File: src/rtl/fci_pkg.sv
package fci_pkg;
  localparam logic [7:0] OPC_ERASE_SETUP = 8'h20;
  localparam logic [7:0] OPC_BLANK_SETUP = 8'hBC;
  localparam logic [7:0] OPC_CONFIRM     = 8'hD0;
  localparam logic [7:0] OPC_CLR_STAT    = 8'h50;
  localparam logic [7:0] OPC_RD_STAT     = 8'h70;
  localparam logic [7:0] OPC_RD_ARRAY    = 8'hFF;

  typedef enum logic [2:0] {
    CMD_NONE,
    CMD_ERASE_SETUP,
    CMD_BLANK_SETUP,
    CMD_CONFIRM,
    CMD_CLEAR,
    CMD_RD_STAT,
    CMD_RD_ARRAY
  } cmd_e;

  typedef enum logic {OPK_ERASE = 1'b0, OPK_BLANK = 1'b1} opk_e;
  typedef enum logic {MODE_ARRAY = 1'b0, MODE_STATUS = 1'b1} rmode_e;

  typedef struct packed {
    logic fail;
    logic seq_err;
    logic vpp_err;
    logic lock_err;
  } err_t;
endpackage

File: src/rtl/fci_decode.sv
module fci_decode
  import fci_pkg::*;
#(
  parameter int DATA_W = 16
) (
  input  logic              bus_ce,
  input  logic              bus_we,
  input  logic [DATA_W-1:0] bus_wdata,
  output logic              wr_fire,
  output cmd_e              cmd
);
  logic [7:0] opc;

  assign opc     = bus_wdata[7:0];
  assign wr_fire = bus_ce & bus_we;

  generate
    if (DATA_W > 8) begin : g_hi
      logic unused_hi;
      assign unused_hi = ^bus_wdata[DATA_W-1:8];
    end
  endgenerate

  always_comb begin
    unique case (opc)
      OPC_ERASE_SETUP: cmd = CMD_ERASE_SETUP;
      OPC_BLANK_SETUP: cmd = CMD_BLANK_SETUP;
      OPC_CONFIRM:     cmd = CMD_CONFIRM;
      OPC_CLR_STAT:    cmd = CMD_CLEAR;
      OPC_RD_STAT:     cmd = CMD_RD_STAT;
      OPC_RD_ARRAY:    cmd = CMD_RD_ARRAY;
      default:         cmd = CMD_NONE;
    endcase
  end
endmodule

File: src/rtl/fci_ctrl.sv
module fci_ctrl
  import fci_pkg::*;
#(
  parameter int NBLK  = 8,
  parameter int BLK_W = $clog2(NBLK)
) (
  input  logic             clk,
  input  logic             rst_n,
  input  logic             wr_fire,
  input  cmd_e             cmd,
  input  logic [BLK_W-1:0] wr_blk,
  input  logic [NBLK-1:0]  lock_bits,
  input  logic             vpp_ok,
  input  logic             op_ready,
  input  logic             seq_done,
  input  logic             seq_fail,
  output logic             op_valid,
  output opk_e             op_kind,
  output logic [BLK_W-1:0] op_block,
  output logic             busy,
  output rmode_e           mode,
  output err_t             err_set,
  output logic             clr_req
);
  logic             pend_q;
  opk_e             pend_kind_q;
  logic [BLK_W-1:0] pend_blk_q;
  logic             busy_q;
  logic             opv_q;
  opk_e             kind_q;
  logic [BLK_W-1:0] blk_q;
  rmode_e           mode_q;

  logic arm;
  logic confirm_ok;
  logic blk_locked;
  logic start;
  logic done_acc;

  assign arm        = wr_fire & ~busy_q & pend_q;
  assign confirm_ok = (cmd == CMD_CONFIRM) && (wr_blk == pend_blk_q);
  assign blk_locked = lock_bits[wr_blk];
  assign start      = arm & confirm_ok & vpp_ok & ~blk_locked;
  assign done_acc   = busy_q & ~opv_q & seq_done;

  always_comb begin
    err_set.seq_err  = arm & ~confirm_ok;
    err_set.fail     = (arm & ~confirm_ok) | (done_acc & seq_fail);
    err_set.vpp_err  = arm & confirm_ok & ~vpp_ok;
    err_set.lock_err = arm & confirm_ok & vpp_ok & blk_locked;
  end

  assign clr_req = wr_fire & ~busy_q & ~pend_q & (cmd == CMD_CLEAR);

  always_ff @(posedge clk or negedge rst_n) begin
    if (!rst_n) begin
      pend_q      <= 1'b0;
      pend_kind_q <= OPK_ERASE;
      pend_blk_q  <= '0;
      busy_q      <= 1'b0;
      opv_q       <= 1'b0;
      kind_q      <= OPK_ERASE;
      blk_q       <= '0;
      mode_q      <= MODE_ARRAY;
    end else begin
      if (opv_q && op_ready) opv_q <= 1'b0;
      if (done_acc) busy_q <= 1'b0;
      if (wr_fire) begin
        if (busy_q) begin
          if (kind_q == OPK_ERASE) begin
            if (cmd == CMD_RD_STAT)       mode_q <= MODE_STATUS;
            else if (cmd == CMD_RD_ARRAY) mode_q <= MODE_ARRAY;
          end
        end else if (pend_q) begin
          pend_q <= 1'b0;
          mode_q <= MODE_STATUS;
          if (start) begin
            busy_q <= 1'b1;
            opv_q  <= 1'b1;
            kind_q <= pend_kind_q;
            blk_q  <= pend_blk_q;
          end
        end else begin
          case (cmd)
            CMD_ERASE_SETUP, CMD_BLANK_SETUP: begin
              pend_q      <= 1'b1;
              pend_kind_q <= (cmd == CMD_BLANK_SETUP) ? OPK_BLANK : OPK_ERASE;
              pend_blk_q  <= wr_blk;
              mode_q      <= MODE_STATUS;
            end
            CMD_RD_STAT:  mode_q <= MODE_STATUS;
            CMD_RD_ARRAY: mode_q <= MODE_ARRAY;
            default: ;
          endcase
        end
      end
    end
  end

  assign op_valid = opv_q;
  assign op_kind  = kind_q;
  assign op_block = blk_q;
  assign busy     = busy_q;
  assign mode     = mode_q;
endmodule

File: src/rtl/fci_status.sv
module fci_status
  import fci_pkg::*;
(
  input  logic       clk,
  input  logic       rst_n,
  input  err_t       err_set,
  input  logic       clr_req,
  input  logic       busy,
  input  logic       blk_hit,
  output logic [7:0] sr
);
  err_t err_q;

  always_ff @(posedge clk or negedge rst_n) begin
    if (!rst_n) err_q <= '0;
    else        err_q <= (clr_req ? err_t'('0) : err_q) | err_set;
  end

  assign sr = {~busy, 1'b0, err_q.fail, err_q.seq_err,
               err_q.vpp_err, 1'b0, err_q.lock_err, blk_hit};
endmodule

File: src/rtl/fci_rdport.sv
module fci_rdport #(
  parameter int DATA_W = 16
) (
  input  logic              clk,
  input  logic              rst_n,
  input  logic              rd_fire,
  input  logic              status_sel,
  input  logic [7:0]        sr,
  input  logic [DATA_W-1:0] array_rdata,
  output logic              rd_valid,
  output logic [DATA_W-1:0] rd_data
);
  logic [DATA_W-1:0] stat_word;

  generate
    if (DATA_W > 8) begin : g_wide
      assign stat_word = {{(DATA_W-8){1'b0}}, sr};
    end else begin : g_narrow
      assign stat_word = sr[DATA_W-1:0];
    end
  endgenerate

  always_ff @(posedge clk or negedge rst_n) begin
    if (!rst_n) begin
      rd_valid <= 1'b0;
      rd_data  <= '0;
    end else begin
      rd_valid <= rd_fire;
      if (rd_fire) rd_data <= status_sel ? stat_word : array_rdata;
    end
  end
endmodule

File: src/rtl/flash_cmd_if.sv
module flash_cmd_if
  import fci_pkg::*;
#(
  parameter int NBLK   = 8,
  parameter int ADDR_W = 16,
  parameter int DATA_W = 16,
  localparam int BLK_W = $clog2(NBLK)
) (
  input  logic              clk,
  input  logic              rst_n,
  input  logic              bus_ce,
  input  logic              bus_we,
  input  logic              bus_re,
  input  logic [ADDR_W-1:0] bus_addr,
  input  logic [DATA_W-1:0] bus_wdata,
  input  logic [DATA_W-1:0] array_rdata,
  output logic              rd_valid,
  output logic [DATA_W-1:0] rd_data,
  input  logic [NBLK-1:0]   lock_bits,
  input  logic              vpp_ok,
  output logic              op_valid,
  input  logic              op_ready,
  output logic              op_kind,
  output logic [BLK_W-1:0]  op_block,
  input  logic              seq_done,
  input  logic              seq_fail
);
  logic             wr_fire;
  cmd_e             cmd;
  logic [BLK_W-1:0] addr_blk;
  opk_e             kind;
  logic             busy;
  rmode_e           mode;
  err_t             err_set;
  logic             clr_req;
  logic             blk_hit;
  logic             status_sel;
  logic [7:0]       sr;
  logic             unused_addr_lo;

  assign addr_blk       = bus_addr[ADDR_W-1 -: BLK_W];
  assign unused_addr_lo = ^bus_addr[ADDR_W-BLK_W-1:0];

  fci_decode #(.DATA_W(DATA_W)) u_dec (
    .bus_ce    (bus_ce),
    .bus_we    (bus_we),
    .bus_wdata (bus_wdata),
    .wr_fire   (wr_fire),
    .cmd       (cmd)
  );

  fci_ctrl #(.NBLK(NBLK), .BLK_W(BLK_W)) u_ctrl (
    .clk       (clk),
    .rst_n     (rst_n),
    .wr_fire   (wr_fire),
    .cmd       (cmd),
    .wr_blk    (addr_blk),
    .lock_bits (lock_bits),
    .vpp_ok    (vpp_ok),
    .op_ready  (op_ready),
    .seq_done  (seq_done),
    .seq_fail  (seq_fail),
    .op_valid  (op_valid),
    .op_kind   (kind),
    .op_block  (op_block),
    .busy      (busy),
    .mode      (mode),
    .err_set   (err_set),
    .clr_req   (clr_req)
  );

  assign op_kind    = kind;
  assign blk_hit    = busy && (kind == OPK_ERASE) && (addr_blk == op_block);
  assign status_sel = (mode == MODE_STATUS) || (busy && (kind == OPK_BLANK));

  fci_status u_stat (
    .clk     (clk),
    .rst_n   (rst_n),
    .err_set (err_set),
    .clr_req (clr_req),
    .busy    (busy),
    .blk_hit (blk_hit),
    .sr      (sr)
  );

  fci_rdport #(.DATA_W(DATA_W)) u_rd (
    .clk         (clk),
    .rst_n       (rst_n),
    .rd_fire     (bus_re & bus_ce),
    .status_sel  (status_sel),
    .sr          (sr),
    .array_rdata (array_rdata),
    .rd_valid    (rd_valid),
    .rd_data     (rd_data)
  );
endmodule

File: config.mk
export PLATFORM = sky130hd
export DESIGN_NAME = flash_cmd_if
export DESIGN_NICKNAME = d
export VERILOG_FILES = /design/src/rtl/fci_pkg.sv /design/src/rtl/fci_decode.sv /design/src/rtl/fci_ctrl.sv /design/src/rtl/fci_status.sv /design/src/rtl/fci_rdport.sv /design/src/rtl/flash_cmd_if.sv
export SDC_FILE = /design/constraint.sdc
export NUM_CORES = 1
export LEC_CHECK = 0
export ABC_AREA = 1
export BUFFER_PORTS_ARGS = -buffer_cell sky130_fd_sc_hd__buf_2
export CAP_MARGIN = 20
export CORE_ASPECT_RATIO = 1.4
export CORE_UTILIZATION = 35
export DETAILED_ROUTE_END_ITERATION = 12
export PLACE_DENSITY_LB_ADDON = 0.05
export SYNTH_ARGS = -nofsm -noshare
export SYNTH_HDL_FRONTEND = slang
export SYNTH_HIERARCHICAL = 1
export SYNTH_SLANG_ARGS = --single-unit
File: constraint.sdc
create_clock -name clk -period 2.2 [get_ports clk]
set_input_delay 0 -clock clk [delete_from_list [all_inputs] [get_ports clk]]
set_output_delay 0 -clock clk [all_outputs]
set_load 0.005 [all_outputs]
==> results.cfg, run 1 <==
[hold_path]
min-delay-path-class = input port to register

[critical_path]
endpoint_kind = register
path_cells = inv_2 -> nand2_1 -> nor2_1 -> nand3_4 -> nor2_8 -> nand2_4 -> nand2_1 -> nand2_1
crit_fanout = 6
crit_path_frequent_cell = nand2_1
critPathBufInv = 1
max_stage_delay_ps = 450
path_class = register to register
crit_path_top_delay_cell = dfrtp_1
cpLargestDelayFamily = simple AND/OR/NAND/NOR gates
critPathArrivalTime_ps = 1690
cp.required_ps = 2370
start_kind = register

[drt]
via_per_inst = 4.335
drc_errors = 0
wire_per_inst_um = 9.825
num_vias = 1929
firstDrtPassIters = 4
wirelength_um = 4372
ant_nets = 0
drtIter0Drc = 84

[cts]
clockRootBuffer = clkbuf_8
cts_resized = 0
post-cts-setup-buffer-count = 0
clkTransAtPathRegs_ps = 60
cts_tree = done
holdBufCountCts = 12
insertion_delay_ps = 280
cts_buffer_depth = 2
numCtsBuffers = 5
cts_sinks = 33
htree_levels = 2

[floorplanning]
start_util_pct = 36.51
dieHeight_um = 92.16
chipWidth_um = 66.40
placementRows = 32
ios = 87
core_area_um2 = 5565
die_area_um2 = 6119

[pwr]
peakVddDrop_mv = 0.2819
p_total_mw = 1.758
leakage_nw = 1.528
power_density_nw_per_um2 = 682.9

[synthesis]
syn-instance-count = 300
seq_area_frac_synth_pct = 40.64
synth.avg_cell_area_um2 = 6.773
yosys_warnings = 6
syn-cell-area_um2 = 2032
synthDistinctLibCells = 27
synth-seq-cells = 33

[timing]
grt_setup_unrepaired = no
worst_pin_slew_ps = 736.9
slew_viol_final = 0
timing.slew.headroom_pct = 50.87
fin_crit_sh_pct = 68.93
final.setup.tns_ps = 0
fmax_mhz = 659.4
finalClockSkew_ps = 3.595
final.min_clock_period_ps = 1517
hold_viol = 0
setup_violations = 0

[final_layout]
final_util_pct = 46.25
area_growth_pct = 26.66
final_common_cell = nand2_1
multi_input_area_um2 = 890.9
fill_cells = 603
regArea_um2 = 825.8
antennaDiodeCount = 0
final_cell_count_no_fill = 445
drive_gt1_share_pct = 24.67
num-nets-final = 442
layout_common_cells = 120 x nand2_1, 65 x buf_2, 53 x inv_1, 33 x dfrtp_1, 25 x nand3_1
finalInstanceArea_um2 = 2574

[status]
status = finished, final reports clean

[global_route]
grt-ovfl-total = 0
grtUsageTotal_pct = 15.99
antenna_found_initial = 0
first_global_vias = 1763
grt_max_degree = 34
grt_pass1_wl_um = 7562

[placement]
dpl.hpwl_um = 3351
dp_cells = 426
gp_congestion = 0.8053
placed_cell_area_um2 = 2367
io_buffers = 65

[run]
cap_viol_max_count = 0
per-layer routing:
metal | wire length, um | up-vias | global-route usage [%] | share of wire, %
li1 | - | 1039 | - | -
met1 | 1836 | 837 | 18.17 | 42
met2 | 2269 | 48 | 28.23 | 52
met3 | 180 | 5 | 2.985 | 4.1
met4 | 85 | 0 | 6.915 | 1.9
met5 | 0 | - | 0 | 0
where the power goes:
part | internal (mW) | switching, mW | leakage (nW) | total [mW]
Combinational | 0.219 | 0.301 | 1.06 | 0.520
Sequential | 0.725 | 0.0604 | 0.428 | 0.785
Clock | 0.248 | 0.204 | 0.0443 | 0.452
Total | 1.19 | 0.566 | 1.53 | 1.76
flip-flops by register name, indices dropped and copies added, names as in the netlist:
signal,count
u_ctrl/op_valid,1
u_ctrl/pend_kind_q,1
u_rd/rd_valid,1
u_ctrl/pend_q,1
u_ctrl/op_kind,1
u_ctrl/busy,1
u_ctrl/mode,1
u_rd/rd_data,16
u_stat/sr,4
u_ctrl/pend_blk_q,3
u_ctrl/op_block,3
logic make-up (layout without fill, tap and decap cells):
logic type,Yosys count,count (layout),synth area share [%]
and+or+nand+nor,184,184,39.84
DFF,33,33,40.64
AOI/OAI and AO/OA,13,13,3.632
buffers and inverters,69,145,15.70
other,1,2,0.1846
path summary, 6_finish.rpt:
path,startpoint,endpoint,slack (ps),cells past startpoint
min,seq_fail,u_stat/sr[5]$_DFF_PN0_,10,5
max reg2reg,u_ctrl/busy$_DFF_PN0_,u_ctrl/op_block[2]$_DFFE_PN0P_,680,8
min in group asynchronous,rst_n,u_rd/rd_data[1]$_DFFE_PN0P_,320,2
max,u_ctrl/busy$_DFF_PN0_,u_ctrl/op_block[2]$_DFFE_PN0P_,680,8
min reg2reg,u_stat/sr[4]$_DFF_PN0_,u_stat/sr[4]$_DFF_PN0_,470,2
max in group asynchronous,rst_n,u_rd/rd_data[9]$_DFFE_PN0P_,1410,2
worst min-delay path, delay by kind of cell:
family | cells | cell delay [ps]
AND/OR/NAND/NOR | 3 | 140
buffers and inverters | 2 | 110
stage by stage:
| stage | hold WS (ps) | worst slack [ps] |
|---|---|---|
| after floorplan | -295.6 | 898.8 |
| after global placement | 124.5 | 636.8 |
| after detailed placement | 120.9 | 619.0 |
| after CTS | 4.609 | 652.8 |
| after global routing | 40.21 | 509.3 |
| final | 14.19 | 683.5 |
synth_stat cells (all sizes together):
cell	count	area share (%)
nand2	126	24
inv	60	11
dfrtp	33	41
nand3	28	8.0
nor2	25	6.0
buf	9	4.2
o21ai	9	2.2
nand3b	2	0.74
nor3	2	0.49
o31ai	2	0.74
a21o	1	0.43
a21oi	1	0.25
conb	1	0.18
nand4	1	0.31
area by class of cell:
class | instances | share of cell area (%)
clock buffer | 7 | 3.354
inverter | 60 | 9.042
multi-input combinational | 199 | 34.61
sequential | 33 | 32.09
tap | 68 | 3.306
timing repair buffer | 78 | 17.60
Note: power is estimated with default switching activity, not from simulation.
==> run 2: changes to the inputs <==
clock period = 1.3 ns   (was 2.2 ns; I/O delays follow)
==> run 2 against run 1 <==
  * Clock power increased by 69%
  * Via count up 2.7%
  * Total power increased by 73%
  * Worst setup slack lost 680 ps
  * Worst hold slack better by 1.4 ps
  * Clock skew up 1.2 ps
  * Non-clock buffer count up 14
  * Sequential power rose by 69%
  * Core utilization up 2.6 points
  * Largest power group unchanged
==> results.cfg, run 2 (same netlist as run 1, synthesis figures left out) <==
[final_layout]
regMostFlops = u_rd/rd_data
final_cell_count_no_fill = 459
regArea_um2 = 825.8
area_growth_pct = 33.87
final_util_pct = 48.88
multi_input_area_um2 = 932.1
num-nets-final = 456
final_common_cell = nand2_1
fill_cells = 584
largest_reg_flops = 16
finalInstanceArea_um2 = 2720
layout_common_cells = 114 x nand2_1, 65 x buf_2, 53 x inv_1, 33 x dfrtp_1, 25 x nand3_1
antennaDiodeCount = 0
drive_gt1_share_pct = 30.43

[pwr]
peakVddDrop_mv = 0.4264
p_seq_share_pct = 43.8
power.switching_uw = 986.6
clkPwrFrac_pct = 25.1
leakage_nw = 1.601
power_frac_comb_pct = 31.1
sw_frac_of_total_pct = 32.49
p_int_mw = 2.050
power_density_nw_per_um2 = 1116

[cts]
cts_sinks = 33
clkTransAtPathRegs_ps = 70
cts_tree = done
numCtsBuffers = 5
htree_levels = 2
insertion_delay_ps = 280
clockRootBuffer = clkbuf_8
cts_buffer_depth = 2

[floorplanning]
dieHeight_um = 92.16
core_area_um2 = 5565
chipWidth_um = 66.40
die_area_um2 = 6119
start_util_pct = 36.51
placementRows = 32
ios = 87

[critical_path]
crit_fanout = 6
regToRegStartpoint = u_ctrl/busy$_DFF_PN0_
r2r_end = u_ctrl/op_block[2]$_DFFE_PN0P_
path_class = register to register
endpoint_kind = register
critPathArrivalTime_ps = 1460
start_kind = register
cp.required_ps = 1470
critical_path.startpoint = u_ctrl/busy$_DFF_PN0_
rrSetupSlack_ps = 8
reg2regPathDepth = 8

[timing]
slew_viol_final = 0
final.min_clock_period_ps = 1292
fin_crit_sh_pct = 99.35
finalClockSkew_ps = 4.841
worst_slack_ps = 8.480
timing.hold.ws_ps = 15.58
fmax_mhz = 774.3
setup_violations = 0
grt_setup_unrepaired = yes
hold_viol = 0

[drt]
drtIter0Drc = 70
drc_errors = 0
wirelength_um = 4711
via_per_inst = 4.316
firstDrtPassIters = 4
ant_nets = 0
num_vias = 1981
wire_per_inst_um = 10.26

[placement]
gp_congestion = 0.8164
io_buffers = 65
place_ws_ps = -195.6
placed_cell_area_um2 = 2467
dp_cells = 439
dpl.hpwl_um = 3544

[global_route]
grt_pass1_wl_um = 7893
grt_use_met1_pct = 18.21
use_met3_pct = 3.483
top_usage_layer = met2
grt-ovfl-total = 0
grt_max_degree = 34
met2_usage_pct = 30.87
antenna_found_initial = 0
first_global_vias = 1892
grtUsageTotal_pct = 16.86

[hold_path]
min_path_cells = 5
min-delay-path-class = input port to register
hold_end = u_stat/sr[5]$_DFF_PN0_
min_from = seq_fail

[status]
status = finished, final reports clean

[run]
cap_viol_max_count = 0
run 2: cell count changes in the layout (fill, tap and decap cells not counted), sizes merged:
cell and change:
dlygate4sd3 -1, buf +15
run 2: worst max-delay path by stage:
stage	end	slack (ps)	cells after the start
after floorplan	u_ctrl/op_kind$_DFFE_PN0P_	40	12
after global placement	u_ctrl/op_block[1]$_DFFE_PN0P_	-170	13
after detailed placement	u_ctrl/op_block[2]$_DFFE_PN0P_	-200	13
after CTS	u_rd/rd_data[4]$_DFFE_PN0P_	3	6
after global routing	u_ctrl/op_block[0]$_DFFE_PN0P_	-90	9
final	u_ctrl/op_block[2]$_DFFE_PN0P_	8	8
run 2: final cells by class:
| type | instances | area share [%] |
|---|---|---|
| clock buffer | 7 | 3.174 |
| inverter | 60 | 8.648 |
| multi-input combinational | 199 | 34.27 |
| sequential | 33 | 30.36 |
| tap | 68 | 3.128 |
| timing repair buffer | 92 | 20.42 |
run 2: through the flow:
step	setup TNS [ps]	power (mW)
after floorplan	0	1.962
after global placement	-1667	2.245
after detailed placement	-2001	2.262
after CTS	0	3.075
after global routing	-663.6	3.282
final	0	3.037
run 2: power by group through the flow:
| stage | clock, mW | sequential (mW) | combinational, mW |
|---|---|---|---|
| floorplan | 0 | 1.36 | 0.600 |
| global placement | 0 | 1.34 | 0.902 |
| detailed placement | 0 | 1.35 | 0.912 |
| CTS | 0.795 | 1.33 | 0.951 |
| global route | 0.838 | 1.35 | 1.09 |
| finish | 0.762 | 1.33 | 0.945 |
run 2: timing repair:
| action | CTS | global route |
|---|---|---|
| setup buffers | 1 | 1 |
| pin swaps | 0 | 4 |
| hold buffers | 11 | 0 |
| gates resized for setup | 2 | 12 |
| hold endpoints to repair | 43 | 0 |
| setup endpoints to repair | 8 | 22 |
run 2: routing by layer:
layer / wire, um / part of all wire [%] / up-vias
met1: 2011 / 43 / 856
met3: 150 / 3.2 / 10
met2: 2430 / 52 / 52
met4: 119 / 2.5 / 0
li1: - / - / 1063
met5: 0 / 0 / -
run 2: critical path, stage by stage, from the launching register on:
cell and delay, ps:
dfrtp_1 390, inv_2 70, nand2_2 80, nor2_4 170, nand3_4 120, nor2_8 150, nand2_4 90, nand2_1 70
nand2_1 40
==> run 3: changes to the inputs <==
SYNTH_HIERARCHICAL = not set   (was 1)
==> run 3 against run 2 <==
  * The flow now finishes with violations (negative setup slack)
  * Maximum frequency fell by 11%
  * Total power fell by 16%
  * Non-clock buffer count rose by 27
  * Die area fell by 9.8%
  * Sequential power fell by 9.8%
  * Critical endpoint is now u_ctrl.pend_blk_q[0]$_DFFE_PN0P_
==> results.cfg, run 3 <==
[timing]
fin_crit_sh_pct = 111.7
fmax_mhz = 688.5
final.min_clock_period_ps = 1452
worst_pin_slew_ps = 423.3
slew_viol_final = 0
finalClockSkew_ps = 9.067
hold_viol = 0
worst_slack_ps = -152.3
grt_setup_unrepaired = yes
timing.slew.headroom_pct = 71.78
timing.hold.ws_ps = 8.343
final.setup.tns_ps = -1455
setup_violations = 16

[final_layout]
finalInstanceArea_um2 = 2989
final_cell_count_no_fill = 427
layout_common_cells = 73 x nand2_1, 60 x buf_2, 33 x dfrtp_1, 32 x buf_4, 18 x dlygate4sd3_1
final_common_cell = nand2_1
num-nets-final = 433
drive_gt1_share_pct = 46.56
regMostFlops = u_rd.rd_data
antennaDiodeCount = 0
largest_reg_flops = 16
final_util_pct = 60.79
area_growth_pct = 63.63

[synthesis]
synth_top_area_cell = dfrtp_1
seq_area_frac_synth_pct = 45.21
syn-instance-count = 243
synth_top_area_share_pct = 45.21
synth.most_common_cell = nand2_1
synth_top_family_by_area = simple AND/OR/NAND/NOR gates
synth_compound_area_share_pct = 10.34
synth.avg_cell_area_um2 = 7.517
synth_fa_ha_area_share_pct = 2.740
synthSimpleGateAreaFrac_pct = 32.81
synthMuxAreaShare_pct = 0
synthDistinctLibCells = 31
syn-cell-area_um2 = 1827
async_flop_share_pct = 100.0
synth_common_cells = 82 x nand2_1, 33 x dfrtp_1, 26 x inv_1, 19 x nor2_1, 16 x o21ai_0
synth_ff_type = dfrtp_1
synthTopCellsByArea = dfrtp_1 45%, nand2_1 17%, inv_1 5.3%
synth_edf_count = 0
synth-seq-cells = 33
synth_xor_area_share_pct = 0.9589
yosys_warnings = 0
syn_nets = 312

[critical_path]
critPathArrivalTime_ps = 1630
path_class = input port to register
crit_fanout = 8
crit_path_top_delay_cell = or2_4
endpoint_kind = register
cp.required_ps = 1470
max_stage_delay_ps = 270
start_kind = input port
path_cells = buf_6 -> inv_4 -> nand2_4 -> nor2_4 -> inv_2 -> nor3_2 -> inv_1 -> nand2_1 -> nor2_2 -> inv_2 -> buf_4 -> ha_4 -> o21ai_2 -> or2_4 -> buf_6 -> nand2_1 -> o21ai_1

[cts]
numCtsBuffers = 5
cts_buffer_depth = 2
clkTransAtPathRegs_ps = 70
cts_tree = done
clockRootBuffer = clkbuf_8
cts_sinks = 33
htree_levels = 2
insertion_delay_ps = 280

[floorplanning]
core_area_um2 = 4917
chipWidth_um = 63.06
dieHeight_um = 87.48
die_area_um2 = 5516
placementRows = 30
ios = 87
start_util_pct = 37.15

[placement]
place_ws_ps = -554.9
dpl.hpwl_um = 3574
io_buffers = 65
placed_cell_area_um2 = 2516
gp_congestion = 0.7955
dp_cells = 398

[pwr]
peakVddDrop_mv = 0.3431
p_total_mw = 2.541
leakage_nw = 1.556
power_density_nw_per_um2 = 850.2

[global_route]
first_global_vias = 1925
antenna_found_initial = 0
grt-ovfl-total = 0
grtUsageTotal_pct = 19.69
grt_max_degree = 34
grt_pass1_wl_um = 8362

[drt]
wirelength_um = 4968
drtIter0Drc = 72
ant_nets = 0
via_per_inst = 4.550
num_vias = 1943
firstDrtPassIters = 4
drc_errors = 0
wire_per_inst_um = 11.63

[status]
status = complete, but fails checks
violations = negative setup slack

[run]
cap_viol_max_count = 0

[hold_path]
min-delay-path-class = input port to register
## run 3: changes by cell type in the layout (fill, tap and decap cells not counted), moves of 7 or more
| cell | change |
|---|---|
| buf_4 | +16 |
| buf_6 | +7 |
| dlygate4sd3_1 | +7 |
| inv_1 | -36 |
| nand2_1 | -41 |
| nand3_1 | -17 |
| nand4_1 | +7 |
| o21ai_0 | +11 |
## run 3: worst paths after layout
path                                              start  slack, ps  cells after the start                          endpoint
setup / recovery                           bus_wdata[1]       -150                     17  u_ctrl.pend_blk_q[0]$_DFFE_PN0P_
max in group asynchronous                         rst_n        720                      3            u_stat.sr[5]$_DFF_PN0_
setup reg to reg                  u_ctrl.busy$_DFF_PN0_       -120                      7    u_ctrl.op_block[1]$_DFFE_PN0P_
hold / removal                                 seq_done          8                      3            u_stat.sr[5]$_DFF_PN0_
min in group asynchronous                         rst_n        270                      3      u_rd.rd_data[11]$_DFFE_PN0P_
hold reg to reg            u_rd.rd_data[15]$_DFFE_PN0P_        490                      2      u_rd.rd_data[15]$_DFFE_PN0P_
## run 3: critical path, delay by kind of cell
family                   cells  cell delay, ps
AO/OA/AOI/OAI                2             120
AND/OR/NAND/NOR              7             750
buffers and inverters        7             620
adder cells (fa/ha/maj)      1             130
## run 3: timing repair
| item | CTS | global route |
|---|---|---|
| buffers inserted | 3 | 3 |
| hold buffers | 18 | 0 |
| hold endpoints to repair | 50 | 0 |
| resized for setup | 26 | 26 |
| pin swaps | 18 | 9 |
| endpoints found under the setup margin | 16 | 22 |
## run 3: area by class of cell
class | count | area, um^2
inverters | 32 | 140.1
clock buffers | 5 | 68.82
multi-input cells | 173 | 1035
fillers | 471 | 1928
clock inverters | 1 | 5.005
well taps | 64 | 80.08
flip-flops and latches | 33 | 825.8
repair buffers | 119 | 834.6
## run 3: layer usage
metal	global-route usage (%)	part of all wire, %	vias up
met3	2.749	3.0	5
met5	0	0	-
met1	19.80	38	882
met4	8.668	1.7	0
met2	39.30	57	46
li1	-	-	1010
## run 3: logic make-up (layout without fill, tap and decap cells)
family | count (synthesis) | in the layout
AOI/OAI and AO/OA | 33 | 33
xor gates and xnor gates | 2 | 2
adders and majority gates | 4 | 4
buffers and inverters | 37 | 157
DFF | 33 | 33
and+or+nand+nor | 134 | 134
## run 3: report_power, final
part           internal [mW]  switching (mW)  leakage, nW
sequential              1.14          0.0640        0.419
combinational          0.326           0.316         1.10
clock                  0.351           0.345       0.0399
total                   1.82           0.725         1.56
